==> src/rtl/tcs_pkg.sv <==
package tcs_pkg;

    typedef enum logic [2:0] {
        SEL_STOP     = 3'd0,
        SEL_DIV1     = 3'd1,
        SEL_DIV8     = 3'd2,
        SEL_DIV64    = 3'd3,
        SEL_DIV256   = 3'd4,
        SEL_DIV1024  = 3'd5,
        SEL_EXT_FALL = 3'd6,
        SEL_EXT_RISE = 3'd7
    } clk_sel_e;

    typedef struct packed {
        logic halt;
        logic clr;
    } ctrl_s;

    typedef struct packed {
        logic en;
    } out_s;

endpackage

==> src/rtl/tcs_ctrl_reg.sv <==
module tcs_ctrl_reg
    import tcs_pkg::*;
#(
    parameter int DATA_W   = 8,
    parameter int HALT_BIT = 7,
    parameter int CLR_BIT  = 0
) (
    input  logic              clk,
    input  logic              rst_n,
    input  logic              wr_en,
    input  logic [DATA_W-1:0] wr_data,
    output logic [DATA_W-1:0] rd_data,
    output logic              clr_o
);

    ctrl_s reg_d, reg_q;
    logic  unused_wr_bits;

    assign unused_wr_bits = ^wr_data;

    always_comb begin
        reg_d = reg_q;
        if (wr_en) begin
            reg_d.halt = wr_data[HALT_BIT];
            reg_d.clr  = wr_data[CLR_BIT];
        end else if (!reg_q.halt) begin
            reg_d.clr  = 1'b0;
        end
    end

    always_ff @(posedge clk or negedge rst_n) begin
        if (!rst_n) reg_q <= '0;
        else        reg_q <= reg_d;
    end

    always_comb begin
        rd_data           = '0;
        rd_data[HALT_BIT] = reg_q.halt;
        rd_data[CLR_BIT]  = reg_q.clr;
    end

    assign clr_o = reg_q.clr;

    AST_SELF_CLEAR: assert property (@(posedge clk) disable iff (!rst_n)
        (!wr_en && !reg_q.halt) |=> !reg_q.clr);
    AST_STICKY_CLEAR: assert property (@(posedge clk) disable iff (!rst_n)
        (!wr_en && reg_q.halt && reg_q.clr) |=> reg_q.clr);
    AST_WRITE_LANDS: assert property (@(posedge clk) disable iff (!rst_n)
        wr_en |=> (rd_data[CLR_BIT] == $past(wr_data[CLR_BIT])));

endmodule

==> src/rtl/tcs_prescaler.sv <==
module tcs_prescaler #(
    parameter int                CNT_W    = 10,
    parameter int                NTAP     = 4,
    parameter logic [NTAP*8-1:0] TAP_LOG2 = {8'd10, 8'd8, 8'd6, 8'd3}
) (
    input  logic            clk,
    input  logic            rst_n,
    input  logic            clr,
    output logic [NTAP-1:0] tick
);

    typedef struct packed {
        logic [CNT_W-1:0] cnt;
    } presc_s;

    presc_s st_d, st_q;

    always_comb begin
        st_d = st_q;
        if (clr) st_d.cnt = '0;
        else     st_d.cnt = st_q.cnt + 1'b1;
    end

    always_ff @(posedge clk or negedge rst_n) begin
        if (!rst_n) st_q <= '0;
        else        st_q <= st_d;
    end

    for (genvar gi = 0; gi < NTAP; gi++) begin : g_tap
        localparam int L = int'(TAP_LOG2[gi*8 +: 8]);
        assign tick[gi] = &st_q.cnt[L-1:0];
    end

    AST_CLEAR_ZEROES: assert property (@(posedge clk) disable iff (!rst_n)
        clr |=> (st_q.cnt == '0));

endmodule

==> src/rtl/tcs_ext_edge.sv <==
module tcs_ext_edge #(
    parameter int STAGES = 2
) (
    input  logic clk,
    input  logic rst_n,
    input  logic pin,
    output logic rise,
    output logic fall
);

    typedef struct packed {
        logic [STAGES-1:0] chain;
        logic              prev;
    } edge_s;

    edge_s st_d, st_q;
    logic  synced;

    assign synced = st_q.chain[STAGES-1];

    always_comb begin
        st_d       = st_q;
        st_d.chain = {st_q.chain[STAGES-2:0], pin};
        st_d.prev  = synced;
    end

    always_ff @(posedge clk or negedge rst_n) begin
        if (!rst_n) st_q <= '0;
        else        st_q <= st_d;
    end

    assign rise = synced & ~st_q.prev;
    assign fall = ~synced & st_q.prev;

    AST_RISE_NOT_REPEATED: assert property (@(posedge clk) disable iff (!rst_n)
        rise |=> !rise);

endmodule

==> src/rtl/tcs_clksrc.sv <==
module tcs_clksrc
    import tcs_pkg::*;
#(
    parameter int CNT_W       = 10,
    parameter int DATA_W      = 8,
    parameter int SYNC_STAGES = 2
) (
    input  logic              clk,
    input  logic              rst_n,
    input  logic              wr_en,
    input  logic [DATA_W-1:0] wr_data,
    output logic [DATA_W-1:0] rd_data,
    input  logic [2:0]        clk_sel,
    input  logic              ext_pin,
    output logic              cnt_en
);

    localparam int                NTAP = 4;
    localparam logic [NTAP*8-1:0] TAPS = {8'd10, 8'd8, 8'd6, 8'd3};

    logic            presc_clr;
    logic [NTAP-1:0] tick;
    logic            ext_rise, ext_fall;
    logic            src;
    out_s            out_d, out_q;

    tcs_ctrl_reg #(
        .DATA_W  (DATA_W),
        .HALT_BIT(DATA_W - 1),
        .CLR_BIT (0)
    ) u_ctrl (
        .clk    (clk),
        .rst_n  (rst_n),
        .wr_en  (wr_en),
        .wr_data(wr_data),
        .rd_data(rd_data),
        .clr_o  (presc_clr)
    );

    tcs_prescaler #(
        .CNT_W   (CNT_W),
        .NTAP    (NTAP),
        .TAP_LOG2(TAPS)
    ) u_presc (
        .clk  (clk),
        .rst_n(rst_n),
        .clr  (presc_clr),
        .tick (tick)
    );

    tcs_ext_edge #(
        .STAGES(SYNC_STAGES)
    ) u_ext (
        .clk  (clk),
        .rst_n(rst_n),
        .pin  (ext_pin),
        .rise (ext_rise),
        .fall (ext_fall)
    );

    always_comb begin
        src = 1'b0;
        case (clk_sel_e'(clk_sel))
            SEL_STOP:     src = 1'b0;
            SEL_DIV1:     src = 1'b1;
            SEL_DIV8:     src = tick[0];
            SEL_DIV64:    src = tick[1];
            SEL_DIV256:   src = tick[2];
            SEL_DIV1024:  src = tick[3];
            SEL_EXT_FALL: src = ext_fall;
            SEL_EXT_RISE: src = ext_rise;
        endcase
        out_d    = out_q;
        out_d.en = src & ~presc_clr;
    end

    always_ff @(posedge clk or negedge rst_n) begin
        if (!rst_n) out_q <= '0;
        else        out_q <= out_d;
    end

    assign cnt_en = out_q.en;

    AST_FROZEN_WHILE_CLEAR: assert property (@(posedge clk) disable iff (!rst_n)
        presc_clr |=> !cnt_en);
    AST_STOP_QUIET: assert property (@(posedge clk) disable iff (!rst_n)
        (clk_sel == 3'd0) |=> !cnt_en);
    AST_DIV1_RUNS: assert property (@(posedge clk) disable iff (!rst_n)
        (clk_sel == 3'd1 && !presc_clr) |=> cnt_en);
    AST_SINGLE_PULSE: assert property (@(posedge clk) disable iff (!rst_n)
        (cnt_en && clk_sel != 3'd1) |=> (!cnt_en || !$stable(clk_sel)));

endmodule

==> config.mk <==
export PLATFORM = sky130hd
export DESIGN_NAME = tcs_clksrc
export DESIGN_NICKNAME = d
export VERILOG_FILES = /design/src/rtl/tcs_pkg.sv /design/src/rtl/tcs_ctrl_reg.sv /design/src/rtl/tcs_prescaler.sv /design/src/rtl/tcs_ext_edge.sv /design/src/rtl/tcs_clksrc.sv
export SDC_FILE = /design/constraint.sdc
export NUM_CORES = 1
export LEC_CHECK = 0
export BUFFER_PORTS_ARGS = -buffer_cell sky130_fd_sc_hd__buf_2
export CAP_MARGIN = 20
export CORE_UTILIZATION = 43
export CTS_CLUSTER_SIZE = 24
export DETAILED_ROUTE_END_ITERATION = 7
export GPL_TIMING_DRIVEN = 1
export PLACE_DENSITY_LB_ADDON = 0.15
export SYNTH_ARGS = -nofsm -noshare
export SYNTH_HDL_FRONTEND = slang
export SYNTH_SLANG_ARGS = --single-unit
==> constraint.sdc <==
create_clock -name clk -period 1.3 [get_ports clk]
set_input_delay 0.325 -clock clk [delete_from_list [all_inputs] [get_ports clk]]
set_output_delay 0.325 -clock clk [all_outputs]
set_load 0.005 [all_outputs]
# [Word level (Yosys, flattened, before mapping)]
# Index checks and enable logic that the tools add are counted.
[word_totals] reg_bits=16 latch_bits=0 ramBits=0 rom_bits=0 inputBits=15 output_inout_bits=9 word_cells=30 mem_count=0
[classes] n_addsub=1 n_mul=0 n_div=0 n_lt_le_gt_ge=0 eq_ne=8 shifts=0 n_mux=4 bitwise_logic=6 reduce_logical=5
[op_table] operator="equality test 3 bit, second input constant" n=4
[op_table] operator="adder 10 x 1 -> 10 bit, second input constant" n=1
[op_table] operator="2-to-1 mux 10 bit" n=1
[op_table] operator="AND reduction 10 bit" n=1
[op_table] operator="one-hot mux 1 bit (8 select lines)" n=1
[op_table] operator="AND reduction 8 bit" n=1
[op_table] operator="equality test 3 x 2 -> 1 bit, second input constant" n=2
[op_table] operator="AND reduction 6 bit" n=1
[op_table] operator="AND 1 bit" n=3
[op_table] operator="equality test 3 x 1 -> 1 bit, second input constant" n=1
[op_table] operator="logical NOT 3 bit" n=1
[op_table] operator="inverter 1 bit" n=3
[op_table] operator="AND reduction 3 bit" n=1
[op_table] operator="2-to-1 mux 1 bit" n=2
[op_table] operator="inequality test 2 bit, second input constant" n=1

# [Depth between registers and ports, before layout]
[logic_depth] ltp_word=4 ltp_mapped=6 mapped_depth_nobuf=6

# [Cells and area by module]
# A second synthesis with hierarchy kept.
[hier_totals] cells_unflattened=78 area_unflattened_um2=807.0
[by_module_without_submodules] mod="tcs_prescaler" instances=1 cells_each=50 area_per_inst_um2=491.7 seq_area_each_um2=250.2
[by_module_without_submodules] mod="tcs_ctrl_reg" instances=1 cells_each=14 area_per_inst_um2=133.9 seq_area_each_um2=50.0
[by_module_without_submodules] mod="tcs_clksrc" instances=1 cells_each=9 area_per_inst_um2=91.3 seq_area_each_um2=25.0
[by_module_without_submodules] mod="tcs_ext_edge" instances=1 cells_each=5 area_per_inst_um2=90.1 seq_area_each_um2=75.1

# [Worst setup path before layout]
# No wires, ideal clock.
[synth_path] kind="reg-to-reg" from="reg u_presc.st_q[0] (netlist name)" to="reg out_q (netlist: cnt_en)" setup_ns=0.136 t_arrival_ns=1.055 required_time_ns=1.164 slack_ns=0.108 stages_incl_launch_ff=7 period_less_slack_ns=1.192 path_cell_list="dfrtp_1 -> ha_1 -> ha_1 -> nand2_1 -> mux2i_1 -> o21bai_1 -> a21oi_1"
[synth_via] elab_chain_len=3 elab_cells_between_ends=6
[synth_lines] item="start: declaration" line_no="tcs_prescaler.sv:16" source="presc_s st_d, st_q;"
[synth_lines] item="start signal: assignment" line_no="tcs_prescaler.sv:26" source="else st_q <= st_d;"
[synth_lines] item="AND reduction 10 bit, or another cell as far along" line_no="tcs_prescaler.sv:31" source="assign tick[gi] = &st_q.cnt[L-1:0];"
[synth_lines] item="one-hot mux 1 bit (8 select lines) *" line_no="tcs_clksrc.sv:63" source="case (clk_sel_e'(clk_sel))"
[synth_lines] item="AND 1 bit *" line_no="tcs_clksrc.sv:74" source="out_d.en = src & ~presc_clr;"
[synth_lines] item="named net out_d" line_no="tcs_clksrc.sv:25" source="out_s out_d, out_q;"
[synth_lines] item="end signal: assignment" line_no="tcs_clksrc.sv:79" source="else out_q <= out_d;"
[synth_lines] item="end: declaration" line_no="tcs_clksrc.sv:25"
# The timed path passes the listed nets; every way through them passes the cells marked *.
# A chain may end at the register's enable or synchronous reset.

# [Final worst setup path]
[layout_path] from="reg u_presc.st_q[1] (netlist name)" to="reg out_q (netlist: cnt_en)"
# Same word-level chain as after synthesis.

==> results.yml <==
power:
  p_int_w: 0.000752
  leakage_nw: 0.399
  power_frac_seq: 0.579
  pwr-share-comb: 0.175
  power_density_nw_per_um2: 1180
  netSwitchingPower_w: 0.000274
  swShare: 0.267
  max-vdd-ir-drop_mv: 0.626
  power_frac_clock: 0.246
  power_w: 0.00103
timing:
  setup_viol: 0
  final_hold_viol_count: 0
  finalCriticalPeriod_ns: 1.24
  finClkSkew_ns: 0.000244
  drv_slew: 0
  timing.final.crit_share: 0.953
  rsz0062_at_grt: "true"
  final.hold.worst_slack_ns: 0.144
  max_freq_mhz: 807
final_layout:
  drive_above_1_share: 0.264
  n_fill_cell: 148
  nNetsFinal: 110
  instances_no_fill: 107
  multiInputGateArea_um2: 327
  antenna-diode-count: 0
  area_growth_pct: 13.7
  ff_latch_area_um2: 400
place:
  port_buffers: 11
  gp_congestion: 0.700
  dpl.cell_count: 101
  hpwl_um: 818
global_route:
  grt_pass1_wl_um: 2060
  grtUsageTotal: 0.145
  grt_pass1_vias: 490
  overflow: 0
  antenna_found_initial: 0
  grt_max_degree: 17
routing:
  avgRoutedWirePerCell_um: 10.7
  dr.first_iter.drc_count: 5
  dr.pass1.iters: 6
  detail-route-antenna-nets: 0
  num_vias: 520
  route.detailed.drc: 0
  wirelength_um: 1140
  via_per_inst: 4.86
yosys:
  synthCells: 75
  yosysSeqAreaShare: 0.522
  yosysUniqueCellTypes: 25
  netlist_area_um2: 767
  synth_warnings: 0
  avgSynthCellArea_um2: 10.2
  ys_ff_latch: 16
die:
  core_um2: 1580
  io_pins: 24
  die_w_um: 44.2
  rows: 14
  die_area_um2: 1960
  initial_core_util: 0.487
  dieHeight_um: 44.2
hold_path:
  worstHoldEndpoint: "u_ext.st_d[2]$_DFF_PN0_"
  hold_depth: 1
  hold_class: "in -> reg"
  min_from: "ext_pin"
cts:
  clkTransAtPathRegs_ns: 0.09
  cts_buffer_depth: 2
  clock_latency_ns: 0.28
  cts_root_buf: "clkbuf_4"
  h-tree-depth: 1
  cts_num_sinks: 16
  cts_tree: "built"
  cts-buffers-inserted: 3
setup_path:
  r2r_start: "u_presc.st_q[1]$_DFF_PN0_"
  worst-r2r-setup-slack_ns: 0.06
  rr_endpoint: "cnt_en$_DFF_PN0_"
  rr_worst_depth: 5
  critPathTopFamily: "flip-flops"
  cp-start-kind: "register"
  arrival_ns: 1.44
  endpoint_kind: "register"
  crit_buf_inv: 0
  cp_cell_sequence: "ha_2, nand4_1, nor2_2, a32oi_1, a21oi_1"
  crit_required_ns: 1.50
  cp_slowest_cell: "dfrtp_1"
  cp_slowest_stage_delay_ns: 0.36
  path_max_fanout: 3
  path_class: "reg -> reg"
job:
  cap_violations: 0
outcome:
  status: "finished clean"
-- synthesized netlist by cell type --
library cell	instances	area, µm²
dfrtp_1	16	400
nor2_1	10	37.5
nand2_1	8	30.0
buf_4	7	52.6
xnor2_1	4	35.0
a21oi_1	3	15.0
ha_1	2	25.0
inv_1	2	7.51
nand2b_1	2	12.5
nand3_1	2	10.0
nand3_2	2	20.0
nor2b_1	2	12.5
o21ai_0	2	10.0
xor2_1	2	17.5
a32oi_1	1	8.76
clkbuf_1	1	3.75
conb_1	1	3.75
mux2_2	1	11.3
mux2i_1	1	10.0
nand4_1	1	6.26
nor3_1	1	5.00
nor4_2	1	12.5
o21bai_1	1	7.51
o22ai_1	1	6.26
or3_1	1	6.26
-- worst register-to-register path, cell delays in order (launching register included) --
cell and delay, ns:
dfrtp_1 0.36, ha_2 0.20, nand4_1 0.16, nor2_2 0.20, a32oi_1 0.07, a21oi_1 0.18
-- worst max path at each step --
stage	start	to	depth (start not counted)
detailed placement	u_presc.st_q[1]$_DFF_PN0_	cnt_en$_DFF_PN0_	5
finish	u_presc.st_q[1]$_DFF_PN0_	cnt_en$_DFF_PN0_	5
global route	u_presc.st_q[1]$_DFF_PN0_	cnt_en$_DFF_PN0_	5
floorplan	u_presc.st_q[0]$_DFF_PN0_	cnt_en$_DFF_PN0_	6
global placement	u_presc.st_q[1]$_DFF_PN0_	u_presc.st_q[8]$_DFF_PN0_	5
CTS	u_presc.st_q[1]$_DFF_PN0_	cnt_en$_DFF_PN0_	5
-- cells by family (layout without fill, tap and decap cells) --
family	after synthesis	in the layout	share of synthesized area
other	1	6	0.00489
buffers and inverters	10	21	0.0832
AOI/OAI and AO/OA	8	8	0.0620
xor gates and xnor gates	6	6	0.0685
muxes	2	2	0.0277
adders and majority gates	2	2	0.0326
DFF	16	16	0.522
and+or+nand+nor	30	30	0.199
-- layer usage --
layer	vias up	GRT usage	wire, µm
met4	0	0.0545	11
li1	268	-	-
met5	-	0	0
met1	231	0.202	557
met3	2	0.0490	57
met2	19	0.209	515
-- cells in the final DEF (no fill, tap or decap), drive strengths merged --
cell | synthesis | routed
ha | 2 | 2
nor3 | 1 | 1
dlygate4sd3 | 0 | 1
mux2i | 1 | 1
nand2b | 2 | 2
nor2b | 2 | 2
nand2 | 8 | 8
conb | 1 | 6
inv | 2 | 2
nor2 | 10 | 10
o21bai | 1 | 1
dfrtp | 16 | 16
nor4 | 1 | 1
a32oi | 1 | 1
xor2 | 2 | 2
nand3 | 4 | 4
o22ai | 1 | 1
buf | 7 | 15
mux2 | 1 | 1
or3 | 1 | 1
a21oi | 3 | 3
o21ai | 2 | 2
nand4 | 1 | 1
xnor2 | 4 | 4
clkbuf | 1 | 3
-- power by group through the flow --
stage	logic (W)	clock network [W]	registers, W
global route	0.000205	0.000275	0.000604
detailed placement	0.000147	0	0.000606
finish	0.000180	0.000252	0.000595
global placement	0.000147	0	0.000605
CTS	0.000152	0.000263	0.000597
floorplan	0.000103	0	0.000602
-- repair_timing --
item	in CTS	in global routing
hold buffers	1	0
gates resized for setup	0	2
setup buffers	0	2
setup endpoints to repair	0	2
hold endpoints to repair	16	0
-- sequential cells by signal (all words and copies together) (netlist names) --
| name | flops |
|---|---|
| u_ext.st_d | 2 |
| u_ext.st_q | 1 |
| u_presc.st_q | 10 |
| u_ctrl.rd_data | 1 |
| u_ctrl.clr_o | 1 |
| cnt_en | 1 |
-- stage by stage --
step	utilization	TNS, ns	cell area, µm²	setup WS (ns)
6_report	0.553	0	872	0.0612
5_1_grt	0.553	-0.0491	872	-0.0416
4_1_cts	0.540	0	852	0.0118
3_5_place_dp	0.520	0	820	0.0551
3_3_place_gp	0.520	0	820	0.0663
2_1_floorplan	-	0	786	0.108
-- area by class of cell --
| type | count | share of cell area |
|---|---|---|
| Multi-Input combinational cell | 54 | 0.374 |
| Clock buffer | 3 | 0.0258 |
| Inverter | 2 | 0.00861 |
| Sequential cell | 16 | 0.459 |
| Tap cell | 16 | 0.0230 |
| Timing Repair Buffer | 16 | 0.109 |
Note: power is estimated with default switching activity, not from simulation.
